**src/rtl/aux_eng_pkg.sv**
```systemverilog
package aux_eng_pkg;
  localparam logic [7:0] OFS_CFG  = 8'h76;
  localparam logic [7:0] OFS_ADR0 = 8'h7D;
  localparam logic [7:0] OFS_ADR1 = 8'h7E;
  localparam logic [7:0] OFS_ADR2 = 8'h7F;
  localparam logic [7:0] OFS_LEN  = 8'h80;
  localparam logic [7:0] OFS_WDAT = 8'h81;
  localparam logic [7:0] OFS_RDAT = 8'h82;
  localparam logic [7:0] OFS_CTL  = 8'h83;
  localparam logic [7:0] OFS_STAT = 8'h84;
  localparam logic [7:0] CFG_FLUSH = 8'hFF;

  localparam int ADDR_W = 20;
  localparam int CMD_W  = 4;
  localparam int OUTC_W = 3;
  localparam int RCNT_W = 5;

  typedef enum logic [1:0] {
    SQ_IDLE,
    SQ_REQ,
    SQ_WR,
    SQ_WAIT
  } sq_state_e;
endpackage

```
**src/rtl/aux_byte_fifo.sv**
```systemverilog
module aux_byte_fifo #(
  parameter int DEPTH = 16,
  parameter int DW    = 8,
  localparam int CW   = $clog2(DEPTH + 1)
) (
  input  logic          clk_i,
  input  logic          rst_ni,
  input  logic          flush_i,
  input  logic          push_i,
  input  logic [DW-1:0] data_i,
  input  logic          pop_i,
  output logic [DW-1:0] head_o,
  output logic [CW-1:0] cnt_o
);
  localparam int AW = (DEPTH > 1) ? $clog2(DEPTH) : 1;
  localparam logic [AW-1:0] LAST = AW'(DEPTH - 1);
  localparam logic [CW-1:0] FULL = CW'(DEPTH);

  logic [DW-1:0] mem [DEPTH];
  logic [AW-1:0] wptr, rptr;
  logic [CW-1:0] cnt;
  logic          do_push, do_pop, empty;

  assign empty   = (cnt == '0);
  assign do_push = push_i && (cnt != FULL);
  assign do_pop  = pop_i && !empty;

  always_ff @(posedge clk_i or negedge rst_ni) begin
    if (!rst_ni) begin
      wptr <= '0;
      rptr <= '0;
      cnt  <= '0;
    end else if (flush_i) begin
      wptr <= '0;
      rptr <= '0;
      cnt  <= '0;
    end else begin
      if (do_push) wptr <= (wptr == LAST) ? '0 : wptr + 1'b1;
      if (do_pop)  rptr <= (rptr == LAST) ? '0 : rptr + 1'b1;
      cnt <= cnt + CW'(do_push) - CW'(do_pop);
    end
  end

  always_ff @(posedge clk_i) begin
    if (do_push && !flush_i) mem[wptr] <= data_i;
  end

  assign head_o = empty ? '0 : mem[rptr];
  assign cnt_o  = cnt;
endmodule

```
**src/rtl/aux_seq.sv**
```systemverilog
module aux_seq
  import aux_eng_pkg::*;
#(
  parameter int LEN_W = 5
) (
  input  logic             clk_i,
  input  logic             rst_ni,
  input  logic             launch_i,
  input  logic             is_wr_i,
  input  logic [LEN_W-1:0] nbytes_i,
  input  logic             req_ready_i,
  input  logic             wr_ready_i,
  input  logic             rsp_valid_i,
  output logic             busy_o,
  output logic             req_valid_o,
  output logic             wr_valid_o,
  output logic             wr_pop_o,
  output logic             wait_o
);
  sq_state_e st, nxt;
  logic [LEN_W-1:0] rem, rem_d;

  always_comb begin
    nxt   = st;
    rem_d = rem;
    unique case (st)
      SQ_IDLE: if (launch_i) nxt = SQ_REQ;
      SQ_REQ: if (req_ready_i) begin
        if (is_wr_i) begin
          nxt   = SQ_WR;
          rem_d = nbytes_i;
        end else begin
          nxt = SQ_WAIT;
        end
      end
      SQ_WR: if (wr_ready_i) begin
        rem_d = rem - 1'b1;
        if (rem == LEN_W'(1)) nxt = SQ_WAIT;
      end
      SQ_WAIT: if (rsp_valid_i) nxt = SQ_IDLE;
      default: nxt = SQ_IDLE;
    endcase
  end

  always_ff @(posedge clk_i or negedge rst_ni) begin
    if (!rst_ni) begin
      st  <= SQ_IDLE;
      rem <= '0;
    end else begin
      st  <= nxt;
      rem <= rem_d;
    end
  end

  assign busy_o      = (st != SQ_IDLE);
  assign req_valid_o = (st == SQ_REQ);
  assign wr_valid_o  = (st == SQ_WR);
  assign wr_pop_o    = (st == SQ_WR) && wr_ready_i;
  assign wait_o      = (st == SQ_WAIT);
endmodule

```
**src/rtl/aux_req_engine.sv**
```systemverilog
module aux_req_engine
  import aux_eng_pkg::*;
#(
  parameter int FIFO_DEPTH = 16,
  localparam int LEN_W = $clog2(FIFO_DEPTH + 1),
  localparam int FCW   = $clog2(FIFO_DEPTH + 1)
) (
  input  logic              clk_i,
  input  logic              rst_ni,
  input  logic [7:0]        reg_addr_i,
  input  logic [7:0]        reg_wdata_i,
  input  logic              reg_we_i,
  input  logic              reg_re_i,
  output logic [7:0]        reg_rdata_o,
  output logic              lnk_req_valid_o,
  input  logic              lnk_req_ready_i,
  output logic [ADDR_W-1:0] lnk_req_addr_o,
  output logic [CMD_W-1:0]  lnk_req_cmd_o,
  output logic [LEN_W-1:0]  lnk_req_len_o,
  output logic              lnk_wr_valid_o,
  input  logic              lnk_wr_ready_i,
  output logic [7:0]        lnk_wr_data_o,
  input  logic              lnk_rd_valid_i,
  output logic              lnk_rd_ready_o,
  input  logic [7:0]        lnk_rd_data_i,
  input  logic              lnk_rsp_valid_i,
  output logic              lnk_rsp_ready_o,
  input  logic [OUTC_W-1:0] lnk_rsp_code_i,
  input  logic [RCNT_W-1:0] lnk_rsp_cnt_i
);
  logic [ADDR_W-1:0] adr_q;
  logic [CMD_W-1:0]  cmd_q;
  logic [3:0]        lenm1_q;
  logic              nopl_q;
  logic [7:0]        stat_q;
  logic [7:0]        rdata_q;

  logic busy, wr_pop, waiting, host_we, launch, flush, rsp_take;
  logic is_rd, is_wr;
  logic [LEN_W-1:0] nbytes;
  logic [7:0] wf_head, rf_head;
  logic [FCW-1:0] wf_cnt, rf_cnt;

  // every host write is dropped while a request runs
  assign host_we  = reg_we_i && !busy;
  assign launch   = host_we && (reg_addr_i == OFS_CTL) && reg_wdata_i[0];
  assign flush    = host_we && (reg_addr_i == OFS_CFG) && (reg_wdata_i == CFG_FLUSH);
  assign rsp_take = lnk_rsp_valid_i && waiting;
  assign is_rd    = cmd_q[0];
  assign nbytes   = nopl_q ? '0 : LEN_W'(lenm1_q) + LEN_W'(1);
  assign is_wr    = !is_rd && (nbytes != '0);

  always_ff @(posedge clk_i or negedge rst_ni) begin
    if (!rst_ni) begin
      adr_q   <= '0;
      cmd_q   <= '0;
      lenm1_q <= '0;
      nopl_q  <= 1'b0;
    end else if (host_we) begin
      unique case (reg_addr_i)
        OFS_ADR0: adr_q[7:0]   <= reg_wdata_i;
        OFS_ADR1: adr_q[15:8]  <= reg_wdata_i;
        OFS_ADR2: begin
          adr_q[19:16] <= reg_wdata_i[3:0];
          cmd_q        <= reg_wdata_i[7:4];
        end
        OFS_LEN: begin
          lenm1_q <= reg_wdata_i[3:0];
          nopl_q  <= reg_wdata_i[7];
        end
        default: ;
      endcase
    end
  end

  always_ff @(posedge clk_i or negedge rst_ni) begin
    if (!rst_ni)       stat_q <= '0;
    else if (flush)    stat_q <= '0;
    else if (rsp_take) stat_q <= {lnk_rsp_code_i, lnk_rsp_cnt_i};
  end

  logic [7:0] rd_mux;
  always_comb begin
    unique case (reg_addr_i)
      OFS_ADR0: rd_mux = adr_q[7:0];
      OFS_ADR1: rd_mux = adr_q[15:8];
      OFS_ADR2: rd_mux = {cmd_q, adr_q[19:16]};
      OFS_LEN:  rd_mux = {nopl_q, 3'b000, lenm1_q};
      OFS_RDAT: rd_mux = rf_head;
      OFS_CTL:  rd_mux = {7'd0, busy};
      OFS_STAT: rd_mux = stat_q;
      default:  rd_mux = 8'h00;
    endcase
  end

  always_ff @(posedge clk_i or negedge rst_ni) begin
    if (!rst_ni)       rdata_q <= '0;
    else if (reg_re_i) rdata_q <= rd_mux;
  end

  aux_seq #(.LEN_W(LEN_W)) u_seq (
    .clk_i       (clk_i),
    .rst_ni      (rst_ni),
    .launch_i    (launch),
    .is_wr_i     (is_wr),
    .nbytes_i    (nbytes),
    .req_ready_i (lnk_req_ready_i),
    .wr_ready_i  (lnk_wr_ready_i),
    .rsp_valid_i (lnk_rsp_valid_i),
    .busy_o      (busy),
    .req_valid_o (lnk_req_valid_o),
    .wr_valid_o  (lnk_wr_valid_o),
    .wr_pop_o    (wr_pop),
    .wait_o      (waiting)
  );

  aux_byte_fifo #(.DEPTH(FIFO_DEPTH), .DW(8)) u_wfifo (
    .clk_i   (clk_i),
    .rst_ni  (rst_ni),
    .flush_i (flush),
    .push_i  (host_we && (reg_addr_i == OFS_WDAT)),
    .data_i  (reg_wdata_i),
    .pop_i   (wr_pop),
    .head_o  (wf_head),
    .cnt_o   (wf_cnt)
  );

  aux_byte_fifo #(.DEPTH(FIFO_DEPTH), .DW(8)) u_rfifo (
    .clk_i   (clk_i),
    .rst_ni  (rst_ni),
    .flush_i (flush),
    .push_i  (lnk_rd_valid_i && waiting && is_rd),
    .data_i  (lnk_rd_data_i),
    .pop_i   (reg_re_i && (reg_addr_i == OFS_RDAT)),
    .head_o  (rf_head),
    .cnt_o   (rf_cnt)
  );

  assign reg_rdata_o     = rdata_q;
  assign lnk_req_addr_o  = adr_q;
  assign lnk_req_cmd_o   = cmd_q;
  assign lnk_req_len_o   = nbytes;
  assign lnk_wr_data_o   = wf_head;
  assign lnk_rd_ready_o  = waiting;
  assign lnk_rsp_ready_o = waiting;
endmodule

```
**config.mk**
```make
export PLATFORM = sky130hd
export DESIGN_NAME = aux_req_engine
export DESIGN_NICKNAME = d
export VERILOG_FILES = /design/src/rtl/aux_eng_pkg.sv /design/src/rtl/aux_byte_fifo.sv /design/src/rtl/aux_seq.sv /design/src/rtl/aux_req_engine.sv
export SDC_FILE = /design/constraint.sdc
export NUM_CORES = 1
export LEC_CHECK = 0
export BUFFER_PORTS_ARGS = -buffer_cell sky130_fd_sc_hd__buf_2
export CAP_MARGIN = 10
export CORE_ASPECT_RATIO = 1.75
export CORE_MARGIN = 3
export CORE_UTILIZATION = 38
export CTS_CLUSTER_DIAMETER = 100
export DETAILED_ROUTE_END_ITERATION = 10
export PLACE_DENSITY_LB_ADDON = 0.3
export SLEW_MARGIN = 25
export SYNTH_ARGS = -nofsm -noshare
export SYNTH_HDL_FRONTEND = slang
export SYNTH_HIERARCHICAL = 1
export SYNTH_SLANG_ARGS = --single-unit
```
**constraint.sdc**
```tcl
create_clock -name clk_i -period 8.9 [get_ports clk_i]
set_clock_uncertainty 0.2 [all_clocks]
set_input_delay 1.78 -clock clk_i [delete_from_list [all_inputs] [get_ports clk_i]]
set_output_delay 1.78 -clock clk_i [all_outputs]
set_load 0.03 [all_outputs]
```
==> run summary <==
Die Height: 265 µm
final estimated routing congestion in global placement: 0.795
buffers from clock root to sink, at most: 3
detailed-route via count: 8042
number of remaining DRC errors: 0
first-pass GRT wire length: 51.8 mm
top library cells by usage in the layout, fill and taps aside: 256 x sky130_fd_sc_hd__edfxtp_1, 87 x sky130_fd_sc_hd__buf_2, 75 x sky130_fd_sc_hd__dfrtp_1, 52 x sky130_fd_sc_hd__nor2_1, 49 x sky130_fd_sc_hd__nand2_1
highest cell delay on the worst timing path: 0.71 ns
length of the first detailed-routing pass in iterations: 7
portion of total power attributed to sequential cells: 0.445
part of the power in combinational logic: 0.234
chip width: 154 µm
Max Fanout on Critical Path: 37
net switching power: 1.23 mW
arrival time of the worst setup path: 2.87 ns
clock network fraction of design power: 0.321
count of endpoints failing hold in the final timing report: 0
CTS H-tree lvls: 1
hold_ws: 0.323 ns
power density of the placed cells: 251 nW/µm²
clk_lat worst skew: 0.59 ns
overall die area: 41000 µm²
Total Routing Usage GR: 0.166
number of endpoints failing setup at the final stage: 0
share of cells above drive strength 1: 0.250
net count after synthesis: 962
Post-synth top flop: sky130_fd_sc_hd__edfxtp_1
final max-slew violation count: 0
post-synthesis average cell area: 16.4 µm²
Distinct cells, synth: 73
number of instances in the synthesized netlist: 890
Detailed Route WL: 33.9 mm
cells on worst reg2reg path: 16
pre-CTS setup slack: 3.86 ns
# Max-Cap Violations: 0
clk sink count: 334
gr ovfl total: 0
standard-cell rows: 94
effective utilization at floorplan: 0.387
filler cell count in the final layout: 3367
P_leak: 6.03 nW
commonest non-fill, non-tap cell in the layout: sky130_fd_sc_hd__edfxtp_1
CTS buffer count: 30
setup_tns: 0 ns
largest area contributor in the synthesized netlist: sky130_fd_sc_hd__edfxtp_1
number of diodes: 0
Synth warnings: 6
number of enable flip-flop cells after synthesis: 256
Critical Path, Cell by Cell: buf_4 > mux4_1 > mux2_2 > nand2_1 > o21ai_1 > buf_2
number of nets still failing antenna checks after routing: 0
type of the worst min-delay path: reg -> reg
cell internal power dissipation: 2.91 mW
slowest cell on the critical path: sky130_fd_sc_hd__mux4_1
buffers inserted by post-CTS timing repair: 0
hold buffers post-CTS: 0
Hold Path Stages: 2
dpl hpwl: 24.2 mm
worst ir drop on vdd: 183 µV
Cell Area, Synth: 14600 µm²
Root Buffer: sky130_fd_sc_hd__clkbuf_16
Placeable Area: 37800 µm²
timing-limited maximum frequency: 206 MHz
CP Launch Type: register
io pins: 89
crit path capture type: primary output
Rel. slew slack: 0.332
top cell type's share of synthesized area: 0.526
final worst-path cycle share: 0.545
register bit total from synthesis: 334
pin count of the biggest net entering global routing: 52
Sw Ratio: 0.297
via density per instance: 5.40
area delta synth->final: 13.1%
Gates resized, CTS repair: 0
antenna violations before repair: 1
post-layout net count: 1057
minimum clock period: 4.85 ns
setup repair after global routing missed its margin: no
Setup CP Type: reg -> out
clock-pin slew reported for the worst setup and hold paths after clock tree synthesis: 0.07 ns
Initial DRC Count: 465
average wire per standard cell: 22.8 µm
post-route setup slack: 4.05 ns
number of global-route vias before repair: 8565
Required @ worst endpoint: 6.92 ns
count of input and output buffers: 88
TritonCTS clock tree: yes
Worst-Margin Slew: 1.00 ns
Async S/R FF share, synth: 0.234
ranking of synthesized cells by area: sky130_fd_sc_hd__edfxtp_1 53%, sky130_fd_sc_hd__dfrtp_1 13%, sky130_fd_sc_hd__mux4_1 5.4%
sequential share of the synthesized area: 0.659
status: completed
kinds of logic after synthesis:
kind of cell | after synthesis | share of synthesized area
compound gates | 107 | 0.0468
xor+xnor | 10 | 0.00599
fa+ha+maj | 32 | 0.0284
buf+inv | 68 | 0.0258
flops | 334 | 0.659
mux | 136 | 0.160
simple gates | 203 | 0.0742
cell usage after synthesis, drive strengths merged, types with 6 or more instances:
cell type / number
edfxtp: 256
dfrtp: 78
mux4: 64
nor2: 55
nand2: 50
mux2: 46
a21oi: 36
ha: 30
inv: 29
buf: 27
nand3: 27
mux2i: 26
o21ai: 25
nor3: 16
a22oi: 13
clkbuf: 12
nor2b: 12
xor2: 7
a31oi: 6
nand2b: 6
sequential cells by signal, summed over array words and instances (netlist names), 5 cells and up:
register,count
u_seq/rem,5
lnk_req_addr_o,20
u_wfifo/mem,128
u_rfifo/cnt_o,5
u_rfifo/mem,128
u_wfifo/cnt_o,5
reg_rdata_o,8
stat_q,8
metal layers:
metal  vias to the layer above  track usage  wire [µm]
met4                         2       0.0721       1500
met1                      4150        0.173      11600
met3                        64       0.0249       1420
met5                         -            0         13
met2                       174        0.323      19400
li1                       3652            -          -
power by group through the flow:
stage | logic [mW] | clock network (mW) | registers [mW]
after floorplan | 0.754 | 0 | 1.85
after CTS | 0.990 | 1.37 | 1.85
final | 0.970 | 1.33 | 1.84
after detailed placement | 0.986 | 0 | 1.88
after global placement | 0.969 | 0 | 1.87
after global routing | 1.07 | 1.43 | 1.85
through the flow:
stage	power [mW]	util	instances	cell area, µm²
global placement	2.84	0.411	1433	15500
global route	4.35	0.438	1488	16500
CTS	4.20	0.438	1488	16500
floorplan	2.60	-	890	14600
detailed placement	2.86	0.411	1433	15500
finish	4.14	0.438	1488	16500
worst paths after layout:
| path | from | slack, ns | endpoint |
|---|---|---|---|
| setup / recovery | u_wfifo/rptr[0]$_DFFE_PN0P_ | 4.05 | lnk_wr_data_o[3] |
| hold / removal | reg_rdata_o[0]$_DFFE_PN0P_ | 0.32 | reg_rdata_o[0]$_DFFE_PN0P_ |
| setup reg to reg | u_seq/st[0]$_DFFE_PN0P_ | 5.16 | u_wfifo/cnt_o[4]$_DFF_PN0_ |
| hold reg to reg | reg_rdata_o[0]$_DFFE_PN0P_ | 0.32 | reg_rdata_o[0]$_DFFE_PN0P_ |
| max in group asynchronous | rst_ni | 6.49 | u_rfifo/rptr[1]$_DFFE_PN0P_ |
| min in group asynchronous | rst_ni | 0.91 | lnk_req_addr_o[5]$_DFFE_PN0P_ |
worst max-delay path, delay by kind of cell, from the launching register on:
family / cells / cell delay [ns]
AO/OA/AOI/OAI: 1 / 0.08
buffers and inverters: 2 / 0.71
flip-flops: 1 / 0.34
AND/OR/NAND/NOR: 1 / 0.09
multiplexers: 2 / 1.00
final cells by class:
cell class	count	area (µm²)	area share
multi-input cells	488	4610	0.279
clock inverters	19	234	0.0142
clock buffers	36	783	0.0474
well taps	480	601	0.0363
repair buffers	102	548	0.0332
flip-flops and latches	334	9640	0.583
inverters	29	109	0.00659
(Power assumes the default switching activity.)
